[src/rtl/fwp_pkg.sv]
package fwp_pkg;
  localparam int REG_W    = 32;
  localparam int EN_BIT   = 31;
  localparam int LOCK_BIT = 15;
  localparam int BLK_BIT  = 3;

  typedef enum logic [1:0] {
    VERDICT_NONE  = 2'b00,
    VERDICT_ALLOW = 2'b01,
    VERDICT_BLOCK = 2'b10
  } verdict_e;
endpackage

[src/rtl/fwp_cfg_regs.sv]
module fwp_cfg_regs
  import fwp_pkg::*;
#(
  parameter int AW = 24,
  parameter int GB = 12,
  parameter int NR = 3,
  localparam int PW = AW - GB,
  localparam int SW = $clog2(NR + 2)
) (
  input  logic                       clk,
  input  logic                       rst_n,
  input  logic                       cfg_we,
  input  logic [SW-1:0]              cfg_sel,
  input  logic [REG_W-1:0]           cfg_wdata,
  input  logic                       blk_set,
  output logic [NR-1:0][REG_W-1:0]   rng_q,
  output logic [AW-1:0]              fence_q,
  output logic                       lock_q,
  output logic                       blk_q
);
  localparam logic [SW-1:0] SEL_FENCE = SW'(NR);
  localparam logic [SW-1:0] SEL_STS   = SW'(NR + 1);
  localparam logic [REG_W-1:0] ONE    = REG_W'(1);
  localparam logic [REG_W-1:0] RNG_MASK =
      (ONE << EN_BIT)
    | (((ONE << AW) - ONE) & ~((ONE << GB) - ONE))
    | ((ONE << PW) - ONE);

  logic [NR-1:0][REG_W-1:0] rng_d;
  logic [AW-1:0]            fence_d;
  logic                     lock_d;
  logic                     blk_d;
  logic                     cfg_en;
  logic                     sts_en;

  // register-write enables; lock gates the protected set
  assign cfg_en = cfg_we && !lock_q;
  assign sts_en = cfg_we && (cfg_sel == SEL_STS);

  always_comb begin
    rng_d   = rng_q;
    fence_d = fence_q;
    for (int i = 0; i < NR; i++) begin
      if (cfg_sel == SW'(i)) rng_d[i] = cfg_wdata & RNG_MASK;
    end
    if (cfg_sel == SEL_FENCE) fence_d = cfg_wdata[AW-1:0];
  end

  always_comb begin
    lock_d = lock_q;
    blk_d  = blk_q;
    if (sts_en && cfg_wdata[LOCK_BIT]) lock_d = 1'b1;
    if (sts_en && cfg_wdata[BLK_BIT])  blk_d  = 1'b0;
    if (blk_set)                       blk_d  = 1'b1;
  end

  always_ff @(posedge clk or negedge rst_n) begin
    if (!rst_n) begin
      rng_q   <= '0;
      fence_q <= '0;
    end else if (cfg_en) begin
      rng_q   <= rng_d;
      fence_q <= fence_d;
    end
  end

  always_ff @(posedge clk or negedge rst_n) begin
    if (!rst_n) begin
      lock_q <= 1'b0;
      blk_q  <= 1'b0;
    end else begin
      lock_q <= lock_d;
      blk_q  <= blk_d;
    end
  end
endmodule

[src/rtl/fwp_win_cmp.sv]
module fwp_win_cmp
  import fwp_pkg::*;
#(
  parameter int AW = 24,
  parameter int GB = 12,
  localparam int PW = AW - GB
) (
  input  logic [REG_W-1:0] win,
  input  logic [AW-1:0]    addr,
  output logic             hit
);
  logic [PW-1:0] page;
  logic [PW-1:0] lim_pg;
  logic [PW-1:0] base_pg;

  // limit's low page-offset bits are implicitly all ones, so page compare suffices
  assign page    = addr[AW-1:GB];
  assign lim_pg  = win[AW-1:GB];
  assign base_pg = win[PW-1:0];
  assign hit     = win[EN_BIT] && (page >= base_pg) && (page <= lim_pg);
endmodule

[src/rtl/fwp_decide.sv]
module fwp_decide
  import fwp_pkg::*;
#(
  parameter int AW = 24,
  parameter int NR = 3
) (
  input  logic          clk,
  input  logic          rst_n,
  input  logic          req_valid,
  input  logic [AW-1:0] req_addr,
  input  logic          req_wr,
  input  logic [NR-1:0] win_hit,
  input  logic [AW-1:0] fence,
  output logic          blk_set,
  output logic          res_valid,
  output logic          res_allow,
  output logic          res_block
);
  verdict_e verdict_d;
  verdict_e verdict_q;
  logic     below_fence;
  logic     wp_hit;
  logic     refuse;

  assign below_fence = req_addr < fence;
  assign wp_hit      = req_wr && (|win_hit);
  assign refuse      = below_fence || wp_hit;
  assign blk_set     = req_valid && refuse;

  always_comb begin
    verdict_d = VERDICT_NONE;
    if (req_valid) verdict_d = refuse ? VERDICT_BLOCK : VERDICT_ALLOW;
  end

  always_ff @(posedge clk or negedge rst_n) begin
    if (!rst_n) verdict_q <= VERDICT_NONE;
    else        verdict_q <= verdict_d;
  end

  assign res_valid = verdict_q != VERDICT_NONE;
  assign res_allow = verdict_q == VERDICT_ALLOW;
  assign res_block = verdict_q == VERDICT_BLOCK;
endmodule

[src/rtl/fwp_guard.sv]
module fwp_guard
  import fwp_pkg::*;
#(
  parameter int AW = 24,
  parameter int GB = 12,
  parameter int NR = 3,
  localparam int SW = $clog2(NR + 2)
) (
  input  logic             clk,
  input  logic             rst_n,
  input  logic             cfg_we,
  input  logic [SW-1:0]    cfg_sel,
  input  logic [REG_W-1:0] cfg_wdata,
  input  logic [SW-1:0]    rd_sel,
  output logic [REG_W-1:0] rd_data,
  input  logic             req_valid,
  input  logic [AW-1:0]    req_addr,
  input  logic             req_wr,
  output logic             res_valid,
  output logic             res_allow,
  output logic             res_block,
  input  logic             tbl_wr_req,
  output logic             tbl_wr_grant
);
  localparam logic [SW-1:0] SEL_FENCE = SW'(NR);
  localparam logic [SW-1:0] SEL_STS   = SW'(NR + 1);

  logic [NR-1:0][REG_W-1:0] rng_q;
  logic [AW-1:0]            fence_q;
  logic                     lock_q;
  logic                     blk_q;
  logic                     blk_set;
  logic [NR-1:0]            win_hit;

  fwp_cfg_regs #(.AW(AW), .GB(GB), .NR(NR)) u_regs (
    .clk       (clk),
    .rst_n     (rst_n),
    .cfg_we    (cfg_we),
    .cfg_sel   (cfg_sel),
    .cfg_wdata (cfg_wdata),
    .blk_set   (blk_set),
    .rng_q     (rng_q),
    .fence_q   (fence_q),
    .lock_q    (lock_q),
    .blk_q     (blk_q)
  );

  for (genvar g = 0; g < NR; g++) begin : g_win
    fwp_win_cmp #(.AW(AW), .GB(GB)) u_cmp (
      .win  (rng_q[g]),
      .addr (req_addr),
      .hit  (win_hit[g])
    );
  end

  fwp_decide #(.AW(AW), .NR(NR)) u_dec (
    .clk       (clk),
    .rst_n     (rst_n),
    .req_valid (req_valid),
    .req_addr  (req_addr),
    .req_wr    (req_wr),
    .win_hit   (win_hit),
    .fence     (fence_q),
    .blk_set   (blk_set),
    .res_valid (res_valid),
    .res_allow (res_allow),
    .res_block (res_block)
  );

  always_comb begin
    rd_data = '0;
    for (int i = 0; i < NR; i++) begin
      if (rd_sel == SW'(i)) rd_data = rng_q[i];
    end
    if (rd_sel == SEL_FENCE) rd_data[AW-1:0] = fence_q;
    if (rd_sel == SEL_STS) begin
      rd_data[LOCK_BIT] = lock_q;
      rd_data[BLK_BIT]  = blk_q;
    end
  end

  assign tbl_wr_grant = tbl_wr_req && !lock_q;
endmodule

[config.mk]
export PLATFORM = sky130hd
export DESIGN_NAME = fwp_guard
export DESIGN_NICKNAME = d
export VERILOG_FILES = /design/src/rtl/fwp_pkg.sv /design/src/rtl/fwp_cfg_regs.sv /design/src/rtl/fwp_win_cmp.sv /design/src/rtl/fwp_decide.sv /design/src/rtl/fwp_guard.sv
export SDC_FILE = /design/constraint.sdc
export NUM_CORES = 1
export LEC_CHECK = 0
export ABC_AREA = 1
export BUFFER_PORTS_ARGS = -buffer_cell sky130_fd_sc_hd__buf_4
export CORE_ASPECT_RATIO = 0.6
export CORE_MARGIN = 5
export CORE_UTILIZATION = 38
export DETAILED_ROUTE_END_ITERATION = 7
export PLACE_DENSITY = 0.68
export SKIP_LAST_GASP = 1
export SLEW_MARGIN = 20
export SYNTH_ARGS = -nofsm -noshare
export SYNTH_HDL_FRONTEND = slang
export SYNTH_SLANG_ARGS = --single-unit
[constraint.sdc]
create_clock -name clk -period 1.4 [get_ports clk]
set_clock_uncertainty 0.05 [all_clocks]
set_input_delay 0.28 -clock clk [delete_from_list [all_inputs] [get_ports clk]]
set_output_delay 0.28 -clock clk [all_outputs]
set_load 0.005 [all_outputs]
==> impl_metrics.sql, run 1 <==
INSERT INTO impl_metrics (metric_group, metric, value, unit) VALUES
('sta', 'rsz0062_at_grt', 'true', ''),
('logic_synthesis', 'synthArstFlopShare', '100', '%'),
('die', 'core_area', '17900', 'um2'),
('sta', 'fmax', '492', 'MHz'),
('clock_network', 'tritoncts_clock_tree', 'yes', ''),
('layout', 'final_cell_mix', '161 x sky130_fd_sc_hd__buf_4, 154 x sky130_fd_sc_hd__nand2_1, 119 x sky130_fd_sc_hd__inv_1, 103 x sky130_fd_sc_hd__dfrtp_1, 84 x sky130_fd_sc_hd__ha_1', ''),
('run_status', 'run_status', 'finished, violations left', ''),
('place', 'buffer_ports.inserted', '89', ''),
('sta', 'report.final.setup_viol', '128', ''),
('grt', 'globalRouteOverflowTotal', '0', ''),
('logic_synthesis', 'mappedNetlistArea', '6890', 'um2'),
('grt', 'antenna_found_initial', '0', ''),
('critical_path', 'worst-path-max-fanout', '2', ''),
('logic_synthesis', 'ys_seq_elements', '103', ''),
('place', 'placed_cells', '1269', ''),
('sta', 'post-route-min-period', '2.03', 'ns'),
('layout', 'post_route_cells_drive_above_1_share', '41.5', '%'),
('layout', 'antennaDiodeCount', '0', ''),
('logic_synthesis', 'synth_edf_count', '0', ''),
('logic_synthesis', 'dominantRegCellSynth', 'sky130_fd_sc_hd__dfrtp_1', ''),
('logic_synthesis', 'post_synth_num_cell_types', '32', ''),
('place', 'place_worst_setup_slack', '-0.699', 'ns'),
('run_status', 'failed_checks', 'setup timing', ''),
('routing', 'drt_iter0_markers', '761', ''),
('clock_network', 'clock_sink_count', '103', ''),
('sta', 'drv_slew', '0', ''),
('critical_path', 'timing.critical_path.from_type', 'register', ''),
('critical_path', 'critPathArrivalTime', '2.23', 'ns'),
('routing', 'drt-vias-per-instance', '5.47', ''),
('clock_network', 'cts-root-to-sink-buffers', '2', ''),
('logic_synthesis', 'post_synth_inst_count', '890', ''),
('place', 'place_hpwl', '16.4', 'mm'),
('die', 'die_outline_area', '21000', 'um2'),
('run', 'cap_violations', '0', ''),
('grt', 'number_of_global_route_vias_before_repair', '6770', ''),
('routing', 'detail_route.wl_per_cell', '21.5', 'um'),
('power_and_ir_drop', 'power.static_leakage', '5.38', 'nW'),
('layout', 'utilization', '59.6', '%'),
('sta', 'finalCritPeriodShare', '145', '%'),
('die', 'initial_core_util', '38.4', '%'),
('sta', 'final.setup.worst_slack', '-0.633', 'ns'),
('routing', 'detail-route-antenna-nets', '0', ''),
('routing', 'routed_wirelength', '29.1', 'mm'),
('die', 'die_width', '184', 'um'),
('critical_path', 'worst_ep_required_time', '1.60', 'ns'),
('place', 'gp_congestion', '0.901', ''),
('logic_synthesis', 'post_synth.cell_area_avg', '7.74', 'um2'),
('clock_network', 'path_clk_slew', '0.08', 'ns'),
('die', 'floorplan.die.height', '114', 'um'),
('critical_path', 'crit_path_end_kind', 'register', ''),
('sta', 'final.hold.worst_slack', '0.116', 'ns'),
('die', 'rows', '38', ''),
('grt', 'grt_max_degree', '51', ''),
('layout', 'num-fill-cells', '1487', ''),
('sta', 'final_hold_vios', '0', ''),
('clock_network', 'cts_inserted_buffers', '9', ''),
('grt', 'global_route.usage.total', '23.7', '%'),
('die', 'design.portCount', '104', ''),
('power_and_ir_drop', 'total_power', '15.4', 'mW'),
('logic_synthesis', 'yosys_warnings', '0', ''),
('routing', 'detail_route.first_pass.iterations', '5', ''),
('power_and_ir_drop', 'power.ir.vdd_worst', '0.740', 'mV'),
('clock_network', 'clock-root-buffer', 'sky130_fd_sc_hd__clkbuf_16', ''),
('clock_network', 'clk_latency', '0.35', 'ns'),
('layout', 'mostFrequentLayoutCell', 'sky130_fd_sc_hd__buf_4', ''),
('clock_network', 'h_tree_level_count', '3', ''),
('layout', 'final_net_count', '1267', ''),
('routing', 'num_vias', '7373', ''),
('critical_path', 'timing_worst_setup_path_type', 'reg2reg', ''),
('power_and_ir_drop', 'powerDensity', '1440', 'nW/um2'),
('layout', 'finish.cell_count_without_fillers', '1349', ''),
('routing', 'drc', '0', ''),
('grt', 'wire_length_of_the_first_global_routing_pass', '38.2', 'mm'),
('logic_synthesis', 'synth-seq-area-share', '37.4', '%'),
('layout', 'synthToLayoutAreaGrowth', '55.1', '%'),
('hold_path', 'hold_class', 'in2reg', '');
==> path summary, 6_finish.rpt <==
kind                                                      from                             to  slack [ns]  cells after the start
worst min-delay path                                 req_valid   u_dec.verdict_q[1]$_DFF_PN0_        0.12                      3
worst max register to register  u_regs.fence_q[15]$_DFFE_PN0P_       u_regs.blk_q$_DFFE_PN0P_       -0.63                     11
worst max-delay path            u_regs.fence_q[15]$_DFFE_PN0P_       u_regs.blk_q$_DFFE_PN0P_       -0.63                     11
worst min register to register   u_regs.fence_q[2]$_DFFE_PN0P_  u_regs.fence_q[2]$_DFFE_PN0P_        0.44                      2
max in group asynchronous                                rst_n   u_regs.rng_q[47]$_DFFE_PN0P_        0.41                      3
min in group asynchronous                                rst_n  u_regs.fence_q[0]$_DFFE_PN0P_        0.30                      2
==> power breakdown <==
group,switching (mW),internal [mW]
clock,1.21,1.37
sequential,0.781,3.99
combinational,4.25,3.77
==> logic make-up (layout without fill, tap and decap cells) <==
kind of cell               count (synthesis)  in the layout  synth area share [%]
AOI/OAI and AO/OA                        218            218                  16.9
DFF                                      103            103                  37.4
adders and majority gates                 95             95                  17.3
other                                      1              7                0.0544
and+or+nand+nor                          276            276                  16.5
buffers and inverters                    197            410                  11.9
==> Yosys cell counts (9+ instances only) <==
cell | count | area, um2
sky130_fd_sc_hd__o21ai_1 | 64 | 320
sky130_fd_sc_hd__inv_1 | 160 | 601
sky130_fd_sc_hd__dfrtp_1 | 103 | 2580
sky130_fd_sc_hd__nand3_1 | 25 | 125
sky130_fd_sc_hd__nand2_1 | 206 | 773
sky130_fd_sc_hd__ha_1 | 95 | 1190
sky130_fd_sc_hd__buf_4 | 9 | 67.6
sky130_fd_sc_hd__a21oi_1 | 56 | 280
sky130_fd_sc_hd__o22ai_1 | 21 | 131
sky130_fd_sc_hd__nor2_1 | 26 | 97.6
sky130_fd_sc_hd__o21ai_0 | 60 | 300
sky130_fd_sc_hd__buf_2 | 17 | 85.1
==> state kept, by name, indices dropped and copies added, names as in the netlist <==
| signal | flops |
|---|---|
| u_dec.verdict_q | 2 |
| u_regs.rng_q | 75 |
| u_regs.blk_q | 1 |
| u_regs.fence_q | 24 |
| u_regs.lock_q | 1 |
==> area by class of cell <==
cell class	instances	area, um2	area share (%)
clock buffers	13	270	2.53
clock inverters	3	25.0	0.234
inverters	162	616	5.76
multi-input cells	596	4500	42.1
flip-flops and latches	103	2580	24.1
well taps	240	300	2.81
repair buffers	232	2400	22.5
==> what timing repair did <==
item                                   4_1_cts  5_1_grt
setup endpoints to repair                   31      130
gates cloned                                 6       14
gates resized for setup                    123      227
buffers inserted                            33       23
hold buffers                                 1        0
endpoints found under the hold margin       14        0
pin swaps                                   39       31
==> metrics by stage <==
step           area, um2  setup TNS, ns
3_5_place_dp        8410          -8.37
5_1_grt            10700         -42.50
4_1_cts             9540         -18.25
3_3_place_gp        8410          -8.33
2_1_floorplan       6910         -0.464
6_report           10700         -36.45
==> metal layers <==
| metal | up-vias | share of wire, % | wire length (um) | global-route usage (%) |
|---|---|---|---|---|
| li1 | 3335 | - | - | - |
| met1 | 3485 | 43 | 12600 | 36.4 |
| met2 | 444 | 41 | 11800 | 33.1 |
| met3 | 109 | 12 | 3560 | 6.25 |
| met4 | 0 | 3.8 | 1120 | 4.97 |
| met5 | - | 0 | 0 | 0 |
==> worst max-delay path, stage by stage, from the launching register on <==
cell and delay [ns]:
sky130_fd_sc_hd__dfrtp_1 0.41, sky130_fd_sc_hd__inv_2 0.08, sky130_fd_sc_hd__ha_4 0.28, sky130_fd_sc_hd__nand2_4 0.05, sky130_fd_sc_hd__nor2_4 0.13, sky130_fd_sc_hd__nand4_1 0.22
sky130_fd_sc_hd__nor3_2 0.24, sky130_fd_sc_hd__o21ai_1 0.13, sky130_fd_sc_hd__nand2_1 0.11, sky130_fd_sc_hd__nand2_1 0.09, sky130_fd_sc_hd__nand2_1 0.09, sky130_fd_sc_hd__nand2_1 0.05
Power figures use the tool's default switching activity.
==> inputs of run 2 (changes only) <==
--- a/config.mk
+++ b/config.mk
@@ -11,7 +11,7 @@
 export CORE_MARGIN = 5
 export CORE_UTILIZATION = 38
 export DETAILED_ROUTE_END_ITERATION = 7
-export PLACE_DENSITY = 0.68
+export PLACE_DENSITY = 0.63
 export SKIP_LAST_GASP = 1
 export SLEW_MARGIN = 20
 export SYNTH_ARGS = -nofsm -noshare
==> constraint.sdc (replaced) <==
create_clock -name clk -period 1.4 [get_ports clk]
set_clock_uncertainty 0.05 [all_clocks]
set_input_delay 0.07 -clock clk [delete_from_list [all_inputs] [get_ports clk]]
set_output_delay 0.07 -clock clk [all_outputs]
set_load 0.005 [all_outputs]
==> run 2 against run 1 <==
The flow still finishes with violations (setup timing). Critical path type unchanged. Hold slack got worse by 0.11 ns. Final cell count fell by 0.30%. Cell area fell by 2.2%. Global-route usage fell by 2.9 points. Critical endpoint unchanged. Fmax rose by 6.9%.
==> impl_metrics.sql, run 2 (synthesis results as in run 1) <==
INSERT INTO impl_metrics (metric_group, metric, value, unit) VALUES
('run_status', 'run_status', 'finished, violations left', ''),
('run_status', 'failed_checks', 'setup timing', ''),
('clock_network', 'cts-root-to-sink-buffers', '2', ''),
('sta', 'fmax', '526', 'MHz'),
('layout', 'mostFrequentLayoutCell', 'sky130_fd_sc_hd__buf_4', ''),
('place', 'gp_congestion', '0.953', ''),
('routing', 'detail_route.wl_per_cell', '19.7', 'um'),
('sta', 'rsz0062_at_grt', 'true', ''),
('sta', 'timing.slew.headroom', '57.9', '%'),
('clock_network', 'cts_inserted_buffers', '9', ''),
('layout', 'largestRegisters', 'u_regs.rng_q (75), u_regs.fence_q (24), u_dec.verdict_q (2)', ''),
('run', 'cap_violations', '0', ''),
('grt', 'globalRouteOverflowTotal', '0', ''),
('sta', 'finalCritPeriodShare', '136', '%'),
('routing', 'detail-route-antenna-nets', '0', ''),
('layout', 'top_register', 'u_regs.rng_q', ''),
('power_and_ir_drop', 'power.static_leakage', '5.20', 'nW'),
('layout', 'final_cell_mix', '159 x sky130_fd_sc_hd__buf_4, 137 x sky130_fd_sc_hd__nand2_1, 113 x sky130_fd_sc_hd__inv_1, 103 x sky130_fd_sc_hd__dfrtp_1, 75 x sky130_fd_sc_hd__ha_1', ''),
('critical_path', 'timing_worst_setup_path_type', 'reg2reg', ''),
('clock_network', 'clock_sink_count', '103', ''),
('critical_path', 'worstPathCellList', 'inv_2 -> ha_4 -> nand2_4 -> nor2_4 -> nand4_1 -> nor3_2 -> o21ai_1 -> nand2_1 -> nand2_1 -> nand2_1 -> nand2_1', ''),
('sta', 'post-route-min-period', '1.90', 'ns'),
('routing', 'drc', '0', ''),
('layout', 'num-fill-cells', '1549', ''),
('critical_path', 'critPathSlowestCell', 'sky130_fd_sc_hd__dfrtp_1', ''),
('clock_network', 'tritoncts_clock_tree', 'yes', ''),
('die', 'core_area', '17900', 'um2'),
('power_and_ir_drop', 'powerDensity', '1430', 'nW/um2'),
('routing', 'drt_iter0_markers', '652', ''),
('sta', 'drv_slew', '0', ''),
('layout', 'antennaDiodeCount', '0', ''),
('power_and_ir_drop', 'power.ir.vdd_worst', '0.617', 'mV'),
('critical_path', 'crit_path_end_kind', 'register', ''),
('critical_path', 'reg2reg_slack', '-0.50', 'ns'),
('sta', 'final.hold.worst_slack', '0.00899', 'ns'),
('die', 'rows', '38', ''),
('routing', 'routed_wirelength', '26.4', 'mm'),
('sta', 'worst-slew-pin-transition', '0.632', 'ns'),
('clock_network', 'h_tree_level_count', '3', ''),
('layout', 'utilization', '58.3', '%'),
('layout', 'post_route_cells_drive_above_1_share', '40.0', '%'),
('hold_path', 'hold_class', 'in2reg', ''),
('critical_path', 'critPathArrivalTime', '2.10', 'ns'),
('layout', 'synthToLayoutAreaGrowth', '51.7', '%'),
('grt', 'grt_max_degree', '104', ''),
('critical_path', 'timing.critical_path.from_type', 'register', ''),
('grt', 'global_route.usage.total', '20.7', '%'),
('die', 'die_outline_area', '21000', 'um2'),
('critical_path', 'critical_path.most_common_cell', 'sky130_fd_sc_hd__nand2_1', ''),
('die', 'die_width', '184', 'um'),
('place', 'place_worst_setup_slack', '-0.579', 'ns'),
('sta', 'report.final.setup_viol', '74', ''),
('sta', 'final.setup.worst_slack', '-0.501', 'ns'),
('routing', 'num_vias', '6972', ''),
('layout', 'largest_register_ffs', '75', ''),
('sta', 'final_hold_vios', '0', ''),
('grt', 'number_of_global_route_vias_before_repair', '6211', ''),
('grt', 'antenna_found_initial', '0', ''),
('grt', 'wire_length_of_the_first_global_routing_pass', '34.2', 'mm'),
('die', 'initial_core_util', '38.4', '%'),
('clock_network', 'clk_latency', '0.36', 'ns'),
('routing', 'detail_route.first_pass.iterations', '5', ''),
('place', 'buffer_ports.inserted', '89', ''),
('clock_network', 'path_clk_slew', '0.07', 'ns'),
('die', 'floorplan.die.height', '114', 'um'),
('routing', 'drt-vias-per-instance', '5.18', ''),
('place', 'place_hpwl', '15.9', 'mm'),
('clock_network', 'clock-root-buffer', 'sky130_fd_sc_hd__clkbuf_16', ''),
('critical_path', 'crit_path_max_incr_delay', '0.38', 'ns'),
('layout', 'final_net_count', '1263', ''),
('critical_path', 'worst-path-max-fanout', '2', ''),
('die', 'design.portCount', '104', ''),
('critical_path', 'worst_ep_required_time', '1.60', 'ns'),
('power_and_ir_drop', 'total_power', '15.0', 'mW');
[run 2: cell count changes in the layout (fill, tap and decap cells not counted), sizes merged]
cell	before	now
clkinv	1	2
clkbuf	22	21
buf	222	193
dlygate4sd3	1	25
clkinvlp	1	2
[run 2: critical path: cells and delay by family, from the launching register on]
family	cells	cell delay, ns
AO/OA/AOI/OAI	1	0.13
flip-flops	1	0.38
adder cells (fa/ha/maj)	1	0.28
buffers and inverters	1	0.07
AND/OR/NAND/NOR	8	0.89
[run 2: through the flow]
stage | cell area (um2) | std cells | setup TNS [ns]
after floorplan | 6910 | 896 | -0.464
after global placement | 8350 | 1260 | -1.67
after detailed placement | 8350 | 1260 | -1.64
after CTS | 9110 | 1311 | -1.87
after global routing | 10500 | 1345 | -17.57
final | 10500 | 1345 | -9.97
[run 2: what timing repair did]
item | in CTS | in global routing
cloned | 0 | 18
endpoints found under the setup margin | 29 | 126
pin swaps | 21 | 37
setup buffers | 12 | 18
hold buffers | 25 | 0
hold endpoints to repair | 164 | 0
gates resized for setup | 57 | 241
[run 2: power breakdown]
group	switching, mW	internal, mW
combinational	4.01	3.79
clock	1.22	1.21
sequential	0.760	3.99
total	5.99	8.99
[run 2: final timing paths]
path / startpoint / end / cells after the start
min in group asynchronous: rst_n / u_regs.rng_q[86]$_DFFE_PN0P_ / 3
max: u_regs.fence_q[15]$_DFFE_PN0P_ / u_regs.blk_q$_DFFE_PN0P_ / 11
max in group asynchronous: rst_n / u_regs.fence_q[11]$_DFFE_PN0P_ / 3
min: cfg_wdata[3] / u_regs.fence_q[3]$_DFFE_PN0P_ / 3
min reg2reg: u_regs.rng_q[5]$_DFFE_PN0P_ / u_regs.rng_q[5]$_DFFE_PN0P_ / 2
max reg2reg: u_regs.fence_q[15]$_DFFE_PN0P_ / u_regs.blk_q$_DFFE_PN0P_ / 11
[run 2: cell type report]
type	count	area, um2	share of cell area, %
Multi-Input combinational cell	596	4470	42.8
Sequential cell	103	2580	24.7
Timing Repair Buffer	228	2220	21.3
Inverter	162	608	5.82
Tap cell	240	300	2.87
Clock buffer	11	233	2.23
Clock inverter	5	33.8	0.323
[run 2: per-layer routing]
layer  track usage [%]  routed length, um  up-vias
met2              27.1              10500      320
met4              3.74                498        0
met1              34.8              12800     3281
met3              3.84               2620       47
met5                 0                  0        -
li1                  -                  -     3324
